===== config.mk =====
export PLATFORM = sky130hd
export DESIGN_NAME = cmdseq_top
export DESIGN_NICKNAME = d
export VERILOG_FILES = /design/src/rtl/cmdseq_pkg.sv /design/src/rtl/cmdseq_decode.sv /design/src/rtl/cmdseq_fetch.sv /design/src/rtl/cmdseq_top.sv
export SDC_FILE = /design/constraint.sdc
export NUM_CORES = 1
export LEC_CHECK = 0
export ABC_AREA = 1
export BUFFER_PORTS_ARGS = -buffer_cell sky130_fd_sc_hd__buf_2
export CAP_MARGIN = 20
export CORE_ASPECT_RATIO = 0.9
export CORE_MARGIN = 2
export CORE_UTILIZATION = 45
export DETAILED_ROUTE_END_ITERATION = 12
export HOLD_SLACK_MARGIN = 0.15
export PLACE_DENSITY = 0.66
export RECOVER_POWER = 100
export SLEW_MARGIN = 20
export SYNTH_ARGS = -nofsm -noshare
export SYNTH_HDL_FRONTEND = slang
export SYNTH_SLANG_ARGS = --single-unit

===== constraint.sdc =====
create_clock -name clk -period 2.6 [get_ports clk]
set_input_delay 0.26 -clock clk [delete_from_list [all_inputs] [get_ports clk]]
set_output_delay 0.26 -clock clk [all_outputs]
set_load 0.02 [all_outputs]

===== src/rtl/cmdseq_pkg.sv =====
package cmdseq_pkg;

  localparam logic [7:0] OP_REGWR = 8'h01;
  localparam logic [7:0] OP_CALL  = 8'h0C;

  typedef enum logic [1:0] {
    K_NOP,
    K_WR,
    K_CALL,
    K_BAD
  } ikind_t;

  typedef enum logic [1:0] {
    ST_IDLE,
    ST_FETCH,
    ST_WAIT,
    ST_EXEC
  } seq_st_t;

endpackage


===== src/rtl/cmdseq_decode.sv =====
module cmdseq_decode
  import cmdseq_pkg::*;
#(
  parameter int ADDR_W     = 32,
  parameter int OFS_W      = 24,
  parameter int LINE_SHIFT = 6,
  parameter int SLOT_W     = 3,
  parameter int LAST_CALL  = 5
) (
  input  logic [63:0]        instr,
  input  logic [SLOT_W-1:0]  slot,
  input  logic               in_sub,
  input  logic               pad_zone,
  output ikind_t             kind,
  output logic [OFS_W-1:0]   wr_ofs,
  output logic [31:0]        wr_dat,
  output logic [ADDR_W-1:0]  sub_head,
  output logic [ADDR_W-1:0]  sub_tail
);

  localparam int PTR_W = ADDR_W - LINE_SHIFT;

  logic [7:0] op;
  logic       is_zero;
  logic       slot_ok;

  assign op      = instr[63:56];
  assign is_zero = (instr == 64'd0);
  assign slot_ok = (slot <= SLOT_W'(LAST_CALL));

  assign wr_ofs   = instr[32 +: OFS_W];
  assign wr_dat   = instr[31:0];
  assign sub_head = {instr[PTR_W +: PTR_W], {LINE_SHIFT{1'b0}}};
  assign sub_tail = {instr[0 +: PTR_W], {LINE_SHIFT{1'b0}}};

  always_comb begin
    kind = K_BAD;
    if (pad_zone) begin
      kind = is_zero ? K_NOP : K_BAD;
    end else if (is_zero) begin
      kind = K_NOP;
    end else if (op == OP_REGWR) begin
      kind = K_WR;
    end else if (op == OP_CALL) begin
      kind = (in_sub || !slot_ok) ? K_BAD : K_CALL;
    end
  end

endmodule


===== src/rtl/cmdseq_fetch.sv =====
module cmdseq_fetch #(
  parameter int ADDR_W = 32,
  parameter int QW_W   = 64
) (
  input  logic              clk,
  input  logic              rst,
  input  logic              issue,
  input  logic [ADDR_W-1:0] addr,
  output logic              mem_req,
  output logic [ADDR_W-1:0] mem_addr,
  input  logic              mem_valid,
  input  logic [QW_W-1:0]   mem_rdata,
  output logic              got,
  output logic [QW_W-1:0]   qword
);

  always_ff @(posedge clk) begin
    if (rst) begin
      mem_req  <= 1'b0;
      mem_addr <= '0;
      got      <= 1'b0;
      qword    <= '0;
    end else begin
      got <= 1'b0;
      if (issue) begin
        mem_req  <= 1'b1;
        mem_addr <= addr;
      end else if (mem_req && mem_valid) begin
        mem_req <= 1'b0;
        qword   <= mem_rdata;
        got     <= 1'b1;
      end
    end
  end

endmodule


===== src/rtl/cmdseq_top.sv =====
module cmdseq_top
  import cmdseq_pkg::*;
#(
  parameter int ADDR_W     = 32,
  parameter int OFS_W      = 24,
  parameter int LINE_BYTES = 64,
  parameter int QW_BYTES   = 8,
  parameter int LAST_CALL  = 5
) (
  input  logic              clk,
  input  logic              rst,
  input  logic              start,
  input  logic [ADDR_W-1:0] head_addr,
  input  logic [ADDR_W-1:0] tail_addr,
  output logic              mem_req,
  output logic [ADDR_W-1:0] mem_addr,
  input  logic              mem_valid,
  input  logic [63:0]       mem_rdata,
  output logic              wr_en,
  output logic [OFS_W-1:0]  wr_offset,
  output logic [31:0]       wr_data,
  output logic              busy,
  output logic              done,
  output logic              err
);

  localparam int LINE_SHIFT = $clog2(LINE_BYTES);
  localparam int QW_SHIFT   = $clog2(QW_BYTES);
  localparam int SLOT_W     = LINE_SHIFT - QW_SHIFT;

  seq_st_t           st;
  logic [ADDR_W-1:0] pc, top_tail, sub_end, ret_pc, pc_next;
  logic              in_sub, pad_zone;
  logic              at_sub_end, at_top_end, issue, got;
  logic [63:0]       qword;
  ikind_t            kind;
  logic [OFS_W-1:0]  d_ofs;
  logic [31:0]       d_dat;
  logic [ADDR_W-1:0] d_head, d_tail;

  assign pc_next    = pc + ADDR_W'(QW_BYTES);
  assign at_sub_end = in_sub && (pc == sub_end);
  assign at_top_end = !in_sub && (pc == top_tail);
  assign issue      = (st == ST_FETCH) && !at_sub_end && !at_top_end;

  cmdseq_fetch #(.ADDR_W(ADDR_W), .QW_W(64)) u_fetch (
    .clk(clk), .rst(rst), .issue(issue), .addr(pc),
    .mem_req(mem_req), .mem_addr(mem_addr),
    .mem_valid(mem_valid), .mem_rdata(mem_rdata),
    .got(got), .qword(qword)
  );

  cmdseq_decode #(
    .ADDR_W(ADDR_W), .OFS_W(OFS_W), .LINE_SHIFT(LINE_SHIFT),
    .SLOT_W(SLOT_W), .LAST_CALL(LAST_CALL)
  ) u_dec (
    .instr(qword), .slot(pc[LINE_SHIFT-1:QW_SHIFT]),
    .in_sub(in_sub), .pad_zone(pad_zone),
    .kind(kind), .wr_ofs(d_ofs), .wr_dat(d_dat),
    .sub_head(d_head), .sub_tail(d_tail)
  );

  always_ff @(posedge clk) begin
    if (rst) begin
      st        <= ST_IDLE;
      pc        <= '0;
      top_tail  <= '0;
      sub_end   <= '0;
      ret_pc    <= '0;
      in_sub    <= 1'b0;
      pad_zone  <= 1'b0;
      busy      <= 1'b0;
      done      <= 1'b0;
      err       <= 1'b0;
      wr_en     <= 1'b0;
      wr_offset <= '0;
      wr_data   <= '0;
    end else begin
      done  <= 1'b0;
      wr_en <= 1'b0;
      unique case (st)
        ST_IDLE: begin
          if (start) begin
            pc       <= head_addr;
            top_tail <= tail_addr;
            in_sub   <= 1'b0;
            pad_zone <= 1'b0;
            err      <= 1'b0;
            busy     <= 1'b1;
            st       <= ST_FETCH;
          end
        end
        ST_FETCH: begin
          if (at_sub_end) begin
            pc       <= ret_pc;
            in_sub   <= 1'b0;
            pad_zone <= (ret_pc[LINE_SHIFT-1:0] != '0);
          end else if (at_top_end) begin
            done <= 1'b1;
            busy <= 1'b0;
            st   <= ST_IDLE;
          end else begin
            st <= ST_WAIT;
          end
        end
        ST_WAIT: begin
          if (got) st <= ST_EXEC;
        end
        ST_EXEC: begin
          unique case (kind)
            K_NOP: begin
              pc       <= pc_next;
              pad_zone <= pad_zone && (pc_next[LINE_SHIFT-1:0] != '0);
              st       <= ST_FETCH;
            end
            K_WR: begin
              wr_en     <= 1'b1;
              wr_offset <= d_ofs;
              wr_data   <= d_dat;
              pc        <= pc_next;
              st        <= ST_FETCH;
            end
            K_CALL: begin
              ret_pc  <= pc_next;
              pc      <= d_head;
              sub_end <= d_tail;
              in_sub  <= 1'b1;
              st      <= ST_FETCH;
            end
            default: begin
              err  <= 1'b1;
              busy <= 1'b0;
              st   <= ST_IDLE;
            end
          endcase
        end
        default: st <= ST_IDLE;
      endcase
    end
  end

endmodule


---- After elaboration in Yosys (flattened, before gate mapping) ----
Index checks and enable logic that the tools add are counted.
storage, ports and cells
  input port bits ......................... 132
  register bits ........................... 284
  logic and storage cells ................. 109
  output and inout port bits .............. 93
operators by class
  reductions and logical operators ........ 34
  multiplexer cells ....................... 35
  eq/ne operators ......................... 18
  $lt $le $gt $ge ......................... 1
  bitwise operators ....................... 3
  add/subtract/negate cells ............... 1
operator list
  kind                                           number
  one-hot mux 32 bit (3 select lines)            1
  == test 32 bit                                 2
  zero test 64 bit                               1
  two-way mux 32 bit                             2
  one-hot mux 32 bit (2 select lines)            1
  adder 32 x 4 -> 32 bit, second input constant  1
  two-way mux 2 bit                              9
  two-way mux 1 bit                              17
  inequality test 2 bit, second input constant   7
  AND reduction 4 bit                            3
  nonzero test 6 bit                             2
  one-hot mux 1 bit (3 select lines)             3
  == test 8 x 1 -> 1 bit, second input constant  1
  == test 8 x 4 -> 1 bit, second input constant  1
  one-hot mux 2 bit (4 select lines)             1
  AND reduction 2 bit                            4
  == test 2 bit, second input constant           3
  logical AND 1 bit                              6
  AND reduction 3 bit                            2
  OR reduction 2 bit                             3
  OR reduction 3 bit                             2
  AND reduction 5 bit                            1
  == test 2 x 1 -> 1 bit, second input constant  2
  zero test 1 bit                                4
  other kinds (9)                                13

---- Longest topological paths before layout ----
Gate-level depths: netlist (run 1).
  depth in word-level cells ............... 12
  mapped depth ............................ 16
  mapped depth without buffers ............ 14

---- Modules after synthesis ----
A second synthesis (run 1) with hierarchy kept.
second synthesis, totals
  cell total of the unflattened synthesis .. 2,169
  area, all modules ....................... 14,285.0 um2
by module, submodules not included
  module         area an instance (um2)  cells an instance  seq. area each (um2)  instances
  cmdseq_top     9,315.2                 1,426              3,843.7               1
  cmdseq_fetch   3,788.6                 551                1,961.9               1
  cmdseq_decode  1,181.1                 192                0.0                   1

---- Worst setup path before layout (run 1) ----
Ideal clock, no wire load.
  kind .................................... reg-to-reg
  start point ............................. reg pc[8]
  end point ............................... reg u_fetch.qword[10]
  path buffers ............................ 3
  setup slack ............................. 0.874 ns
  data required time ...................... 2.487 ns
  stages on the path, launching flop included .. 17
  clock period less this slack ............ 1.726 ns
  arrival ................................. 1.613 ns
  library setup time ...................... 0.113 ns
  cell sequence ........................... dfxtp_1 -> buf_2 -> inv_1 -> nand2_1 -> nand2_1 -> nor2_1 -> nand2_1 -> nor2_1 -> nand2_1 -> nor2_4 -> nor2_4 -> nand2_4 -> nand2_2 -> buf_6 -> buf_6 -> o21ai_1 -> nor2_1
between the ends
  word-level cells in the longest chain between the ends .. 7
  elaborated cells on any way between the ends .. 10
  those cells by class .................... eq/ne (2); bitwise (1); reduce/logical (7)
ends and longest elaborated chain
  what                                      RTL line            RTL
  start, declared                           cmdseq_top.sv:32    logic [ADDR_W-1:0] pc, top_tail, sub_end, ret_pc, pc_next;
  start signal, assigned                    cmdseq_top.sv:84    pc <= head_addr;
  start signal, assigned                    cmdseq_top.sv:95    pc <= ret_pc;
  start signal, assigned                    cmdseq_top.sv:112   pc <= pc_next;
  == test 32 bit                            cmdseq_top.sv:42    assign at_sub_end = in_sub && (pc == sub_end);
  logical AND 1 bit                         cmdseq_top.sv:42
  zero test 1 bit                           cmdseq_top.sv:44    assign issue = (st == ST_FETCH) && !at_sub_end && !at_top_end;
  logical AND 1 bit                         cmdseq_top.sv:44
  logical AND 1 bit (*)                     cmdseq_top.sv:44
  inverter 1 bit (no source line) (*)       n/a
  AND reduction 2 bit (no source line) (*)  n/a
  end signal, assigned                      cmdseq_fetch.sv:30  qword <= mem_rdata;
  end, declared                             cmdseq_fetch.sv:14  output logic [QW_W-1:0] qword
Every way passes the cells marked *; elsewhere a longest branch is shown, timed or not.
A chain may end at the register's enable or synchronous reset.

---- Worst setup path after layout (run 1) ----
  start point ............................. reg in_sub
  end point ............................... reg in_sub
between the ends
  word-level cells in the longest chain between the ends .. 9
  elaborated cells on any way between the ends .. 11
  those cells by class .................... eq/ne (3); mux (5); reduce/logical (3)
ends and longest elaborated chain
  what                                      RTL line             RTL
  start, declared                           cmdseq_top.sv:33     logic in_sub, pad_zone;
  start signal, assigned                    cmdseq_top.sv:70     in_sub <= 1'b0;
  start signal, assigned                    cmdseq_top.sv:86     in_sub <= 1'b0;
  start signal, assigned                    cmdseq_top.sv:96     in_sub <= 1'b0;
  logical OR 1 bit                          cmdseq_decode.sv:45  kind = (in_sub || !slot_ok) ? K_BAD : K_CALL;
  two-way mux 1 bit                         cmdseq_decode.sv:45
  two-way mux 2 bit                         cmdseq_decode.sv:44  end else if (op == OP_CALL) begin
  two-way mux 2 bit                         cmdseq_decode.sv:42  end else if (op == OP_REGWR) begin
  two-way mux 2 bit                         cmdseq_decode.sv:40  end else if (is_zero) begin
  two-way mux 2 bit                         cmdseq_decode.sv:38  if (pad_zone) begin
  == test 2 bit                             cmdseq_top.sv:110    unique case (kind)
  inequality test 2 bit (no source line)    n/a
  AND reduction 4 bit (no source line) (*)  n/a
Marked as above.

==> results.tsv, run 1 <==
metric	value	unit
required	3.04	ns
rsz0062_at_grt	false	
setup_violations	0	
layout_common_cells	nor2_1 (402), nand2_1 (312), dfxtp_1 (280)	
placeableCoreArea	0.0279	sq mm
clock-sinks	284	
die_y	163	um
grt_pass1_wl	71000	um
path_cells	nand2_1, nor2_1, nand2_1, nor2_1, nand3_1, nor2_4, nor2_4, nor2_4, clkbuf_2, nand2_1, nand2_1, a21oi_1	
crit_arrival	2.94	ns
drtPass1Iterations	5	
fin_crit_sh	95.9	%
cap_viol_max_count	0	
diodes	0	
clk_latency	0.57	ns
port_buffers	224	
via_count	13549	
initial_utilization	45.5	%
synth_cell_types	42	
slew_violations	0	
grt.overflow.total	0	
clk_path_buf_depth	3	
drt_iter0_drc	1211	
wl_met3	3490	um
synth_edf_count	0	
yosysWarnings	0	
globalRouteTotalUtil	30.6	%
wl_met2	21400	um
dp_hpwl	33400	um
worst_slew_pin_slew	0.942	ns
final_common_cell	nor2_1	
crit_family	simple AND/OR/NAND/NOR gates	
critPathMaxFanout	10	
critPathLaunchType	flop	
via_per_inst	5.29	
synth.area.top_cells	dfxtp_1 (45%), nor2_1 (12%), nand2_1 (9.2%)	
nNetsFinal	2308	
worstRegToRegCells	12	
regToRegSetupSlack	0.11	ns
hold_violations	0	
cp_common_cell	nand2_1	
std_cell_rows	58	
worstReg2RegEnd	in_sub	
hp-start	head_addr[16]	
register_area	0.00569	sq mm
synthFlopType	dfxtp_1	
synth_seq_cells	284	
crit_slowest_cell	dfxtp_1	
path_class	reg -> reg	
vdd_drop_max	741	uV
syn-cell-area	0.0127	sq mm
outcome	finished, final reports clean	
synth_nets	1977	
seq_area_frac_synth	44.8	%
synthArstFlopShare	0	%
crit_cells	12	
syn_to_final_growth	29.4	%
place_ws	0.0562	ns
clk_pin_slew	0.06	ns
fin_worst_skew	0.0133	ns
grt_start_max_net_pins	70	
postLayoutSetupSlackWorst	0.107	ns
io_pins	225	
critical_path.endpoint	in_sub	
die-area	0.0296	sq mm
hold_path_class	in -> reg	
multiInputGateArea	0.00600	sq mm
end_kind	flop	
cp_slowest_stage_delay	0.58	ns
drc	0	
drtAntennaViolNets	0	
die_x	181	um
cts_tree	done	
critPathBufInv	1	
grt_pass1_vias	12775	
wl_met1	20300	um
worstSetupStartpoint	in_sub	
finalCriticalPeriod	2.49	ns
syn_inst	1844	
routed_wl	46400	um
cts_max_level	1	
max-slew-margin-rel	37.2	%
fillers	2690	
gp_congestion	0.954	
yosysTopAreaCell	dfxtp_1	
cellLeakagePower	6.97	nW
drive_above_1_share	12.9	%
highest_layer	met4	
fin_setup_tns	0	ns
wl_per_cell	18.1	um
synth.top_cell.area_share	44.8	%
cts_buffers	31	
cts_root_buf	clkbuf_16	
fmax	0.401	GHz
r2r_start	in_sub	
p_per_area	970	mW/mm^2
syn_area_per_cell	6.88	sq um
grt_antenna_before_repair	0	
-- synth_stat cells (6+ instances only) --
cell type / n
a21oi_1: 148
buf_2: 16
buf_4: 9
buf_6: 8
clkbuf_1: 63
dfxtp_1: 284
inv_1: 116
inv_2: 16
nand2_1: 312
nand3_1: 58
nand4_1: 30
nor2_1: 398
nor2_2: 6
nor3_1: 15
o21ai_0: 229
o21ai_1: 55
or2_2: 13
xnor2_1: 10
xor2_1: 15
-- how the worst min path moves through the flow --
| stage | cells past startpoint | to |
|---|---|---|
| after floorplan | 2 | u_fetch.qword[10] |
| after global placement | 2 | err |
| after detailed placement | 2 | err |
| after CTS | 4 | pc[7] |
| after global routing | 4 | pc[7] |
| final | 5 | pc[16] |
-- area by class of cell --
class	count	share of cell area (%)
Clock buffer	40	5.36
Timing Repair Buffer	398	15.9
Sequential cell	284	34.7
Clock inverter	18	1.63
Multi-Input combinational cell	1324	36.5
Tap cell	360	2.74
Inverter	136	3.15
-- cells by family (layout without fill, tap and decap cells) --
group	after synthesis	after routing	share of synthesized area [%]
buffers and inverters	236	592	7.89
DFF	284	284	44.8
xor gates and xnor gates	25	25	1.73
AOI/OAI and AO/OA	450	450	18.1
adders and majority gates	1	1	0.0986
and+or+nand+nor	848	848	27.4
-- what timing repair did --
item,4_1_cts,5_1_grt
hold buffers,123,0
endpoints found under the setup margin,0,95
gates resized for setup,0,6
endpoints found under the hold margin,123,0
setup buffers,0,0
-- tightest hold or removal path, cell delays in order --
cell and delay [ns]:
buf_2 0.08, nor2_1 0.05, a31oi_1 0.16, nor2_1 0.05, nor2_1 0.09
-- per-stage QoR --
| stage | power, W | hold WS (ns) | instance area, sq um | utilization (%) | std cells |
|---|---|---|---|---|---|
| 5_1_grt | 0.0168 | 0.182 | 16400 | 58.9 | 2560 |
| 2_1_floorplan | 0.00909 | 0.406 | 12700 | - | 1844 |
| 6_report | 0.0159 | 0.159 | 16400 | 58.9 | 2560 |
| 4_1_cts | 0.0160 | 0.153 | 16600 | 59.5 | 2560 |
| 3_5_place_dp | 0.0110 | 0.455 | 14200 | 51.0 | 2379 |
| 3_3_place_gp | 0.0109 | 0.453 | 14200 | 51.0 | 2379 |
-- layer usage --
metal,GRT usage [%],vias up
met3,4.91,89
li1,-,6648
met1,41.3,6266
met4,8.61,0
met2,50.9,546
met5,0,-
-- sequential cells by signal (all words and copies together) (netlist names), named ones only --
register and count:
pad_zone 1, in_sub 1, err 1, u_fetch.mem_addr 32
u_fetch.got 1, sub_end 26, st 1, wr_en 1
done 1, wr_offset 24, busy 1, top_tail 32
u_fetch.mem_req 1, u_fetch.qword 64, ret_pc 32, pc 32
wr_data 32
-- power by group --
| group | switching (W) | total, W | internal (W) |
|---|---|---|---|
| registers | 0.000774 | 0.00582 | 0.00504 |
| logic | 0.00346 | 0.00521 | 0.00175 |
| clock network | 0.00190 | 0.00489 | 0.00299 |
| total | 0.00614 | 0.0159 | 0.00978 |
(Power assumes the default switching activity.)
==> run 2, diff against run 1 <==
--- a/config.mk
+++ b/config.mk
@@ -11,9 +11,10 @@
 export CORE_ASPECT_RATIO = 0.9
 export CORE_MARGIN = 2
 export CORE_UTILIZATION = 45
+export CTS_BUF_LIST = sky130_fd_sc_hd__clkbuf_2 sky130_fd_sc_hd__clkbuf_4 sky130_fd_sc_hd__clkbuf_8
 export DETAILED_ROUTE_END_ITERATION = 12
 export HOLD_SLACK_MARGIN = 0.15
-export PLACE_DENSITY = 0.66
+export PLACE_DENSITY = 0.69
 export RECOVER_POWER = 100
 export SLEW_MARGIN = 20
 export SYNTH_ARGS = -nofsm -noshare
==> constraint.sdc (replaced) <==
create_clock -name clk -period 2.11 [get_ports clk]
set_input_delay 0.211 -clock clk [delete_from_list [all_inputs] [get_ports clk]]
set_output_delay 0.211 -clock clk [all_outputs]
set_load 0.02 [all_outputs]
==> results.tsv, run 2 (synthesis gave the netlist of run 1 again) <==
metric	value	unit
fin_cells	2699	
hold_end	u_fetch.qword[61]	
std_cell_rows	58	
path_cells	nor3_2, buf_4, nand2_1, nor2_1, nand3_2, nor2_4, nor2_4, nor2_4, buf_12, nand2_8, buf_4, nor2_4, nor2_1	
dp_cells	2470	
end_kind	flop	
die_y	163	um
die_x	181	um
fin_crit_sh	99.7	%
slew_violations	0	
cts_buffers	48	
worst_slew_pin_slew	0.966	ns
hold_slack	0.399	ns
largest_register	u_fetch.qword	
cts_max_level	2	
globalRouteTotalUtil	30.8	%
grt_pass1_vias	13333	
clk_path_buf_depth	3	
grt.overflow.total	0	
rsz0062_at_grt	true	
via_per_inst	5.33	
required	2.58	ns
p_per_area	1160	mW/mm^2
initial_utilization	45.5	%
routed_wl	48200	um
nNetsFinal	2441	
cap_viol_max_count	0	
cellLeakagePower	7.62	nW
grt_pass1_wl	71600	um
drt_iter0_drc	1407	
layout_common_cells	nor2_1 (380), nand2_1 (294), dfxtp_1 (254)	
crit_slowest_cell	dfxtp_2	
fin_setup_tns	0	ns
clk_latency	0.58	ns
die-area	0.0296	sq mm
critPathLaunchType	flop	
max-slew-margin-rel	35.5	%
hold_path_class	in -> reg	
worstRegToRegCells	13	
hold_depth	4	
clock-sinks	284	
fin_worst_skew	0.0175	ns
postLayoutSetupSlackWorst	0.00693	ns
cts_root_buf	clkbuf_8	
path_class	reg -> reg	
gp_congestion	1.03	
dp_hpwl	33400	um
port_buffers	224	
drive_above_1_share	21.8	%
drtAntennaViolNets	0	
clk_pin_slew	0.06	ns
place_ws	-0.105	ns
diodes	0	
cts_tree	done	
worstReg2RegEnd	pc[15]	
outcome	finished, final reports clean	
placeableCoreArea	0.0279	sq mm
grt_antenna_before_repair	0	
largest_reg_flops	64	
hp-start	mem_rdata[61]	
critPathMaxFanout	6	
regToRegSetupSlack	0.007	ns
wl_per_cell	17.9	um
hold_violations	0	
finalCriticalPeriod	2.10	ns
setup_violations	0	
r2r_start	pc[5]	
crit_arrival	2.57	ns
via_count	14387	
drc	0	
final_common_cell	nor2_1	
fmax	0.475	GHz
vdd_drop_max	503	uV
grt_start_max_net_pins	79	
drtPass1Iterations	5	
fillers	2507	
cp_common_cell	nor2_4	
io_pins	225	
cp_slowest_stage_delay	0.34	ns
syn_to_final_growth	39.7	%
==> run 2: cell types whose count changed in the layout (fill, tap and decap cells not counted), sizes merged <==
| cell | previous run | this run |
|---|---|---|
| clkinv | 12 | 10 |
| clkbuf | 145 | 169 |
| clkinvlp | 2 | 0 |
| buf | 170 | 284 |
| dlygate4sd3 | 123 | 131 |
| nand2 | 316 | 318 |
| bufinv | 6 | 1 |
==> run 2: worst max path at each step <==
stage | start | end | slack, ns | depth (start not counted)
global placement | pc[26] | pc[13] | -0.13 | 14
global route | pc[26] | pc[16] | -0.07 | 16
finish | pc[5] | pc[15] | 0.007 | 13
floorplan | pc[8] | u_fetch.qword[10] | 0.38 | 16
CTS | pc[15] | pc[13] | 0.02 | 14
detailed placement | pc[26] | pc[13] | -0.10 | 14
==> run 2: critical path: cells and delay by family, from the launching register on <==
kind | cells | cell delay [ns]
buffers and inverters | 3 | 0.48
AND/OR/NAND/NOR | 10 | 1.17
flip-flops | 1 | 0.34
==> run 2: final cells by class <==
class / instances / area, sq um / share of cell area [%]
inverter: 136 / 536 / 3.02
tap: 360 / 450 / 2.54
sequential: 284 / 5750 / 32.4
timing repair buffer: 512 / 3760 / 21.2
multi-input combinational: 1326 / 6260 / 35.4
clock inverter: 9 / 85.1 / 0.480
clock buffer: 72 / 878 / 4.96
==> run 2: metrics by stage <==
step	power (W)	utilization [%]	cell area (sq um)
after floorplan	0.0112	-	12700
after global placement	0.0143	53.8	15000
after detailed placement	0.0144	53.8	15000
after CTS	0.0196	62.0	17300
after global routing	0.0216	63.6	17700
final	0.0206	63.6	17700
==> run 2: what timing repair did <==
action	in CTS	in global routing
buffers inserted	0	12
endpoints found under the setup margin	122	127
hold buffers	130	1
cloned	0	5
endpoints found under the hold margin	158	1
pin swaps	0	37
gates resized for setup	13	140
==> run 2: layer usage <==
metal  global-route usage [%]  share of wire (%)  vias up
li1                         -                  -     6935
met1                     41.4                 43     6683
met2                     50.6                 46      660
met3                     5.46                8.8      109
met4                     9.39                2.7        0
met5                        0                  0        -
==> run 2: power by group <==
part           total [W]  switching (W)  internal [W]
sequential       0.00709       0.000805       0.00628
clock            0.00505        0.00227       0.00278
combinational    0.00844        0.00507       0.00338
total             0.0206        0.00814        0.0124
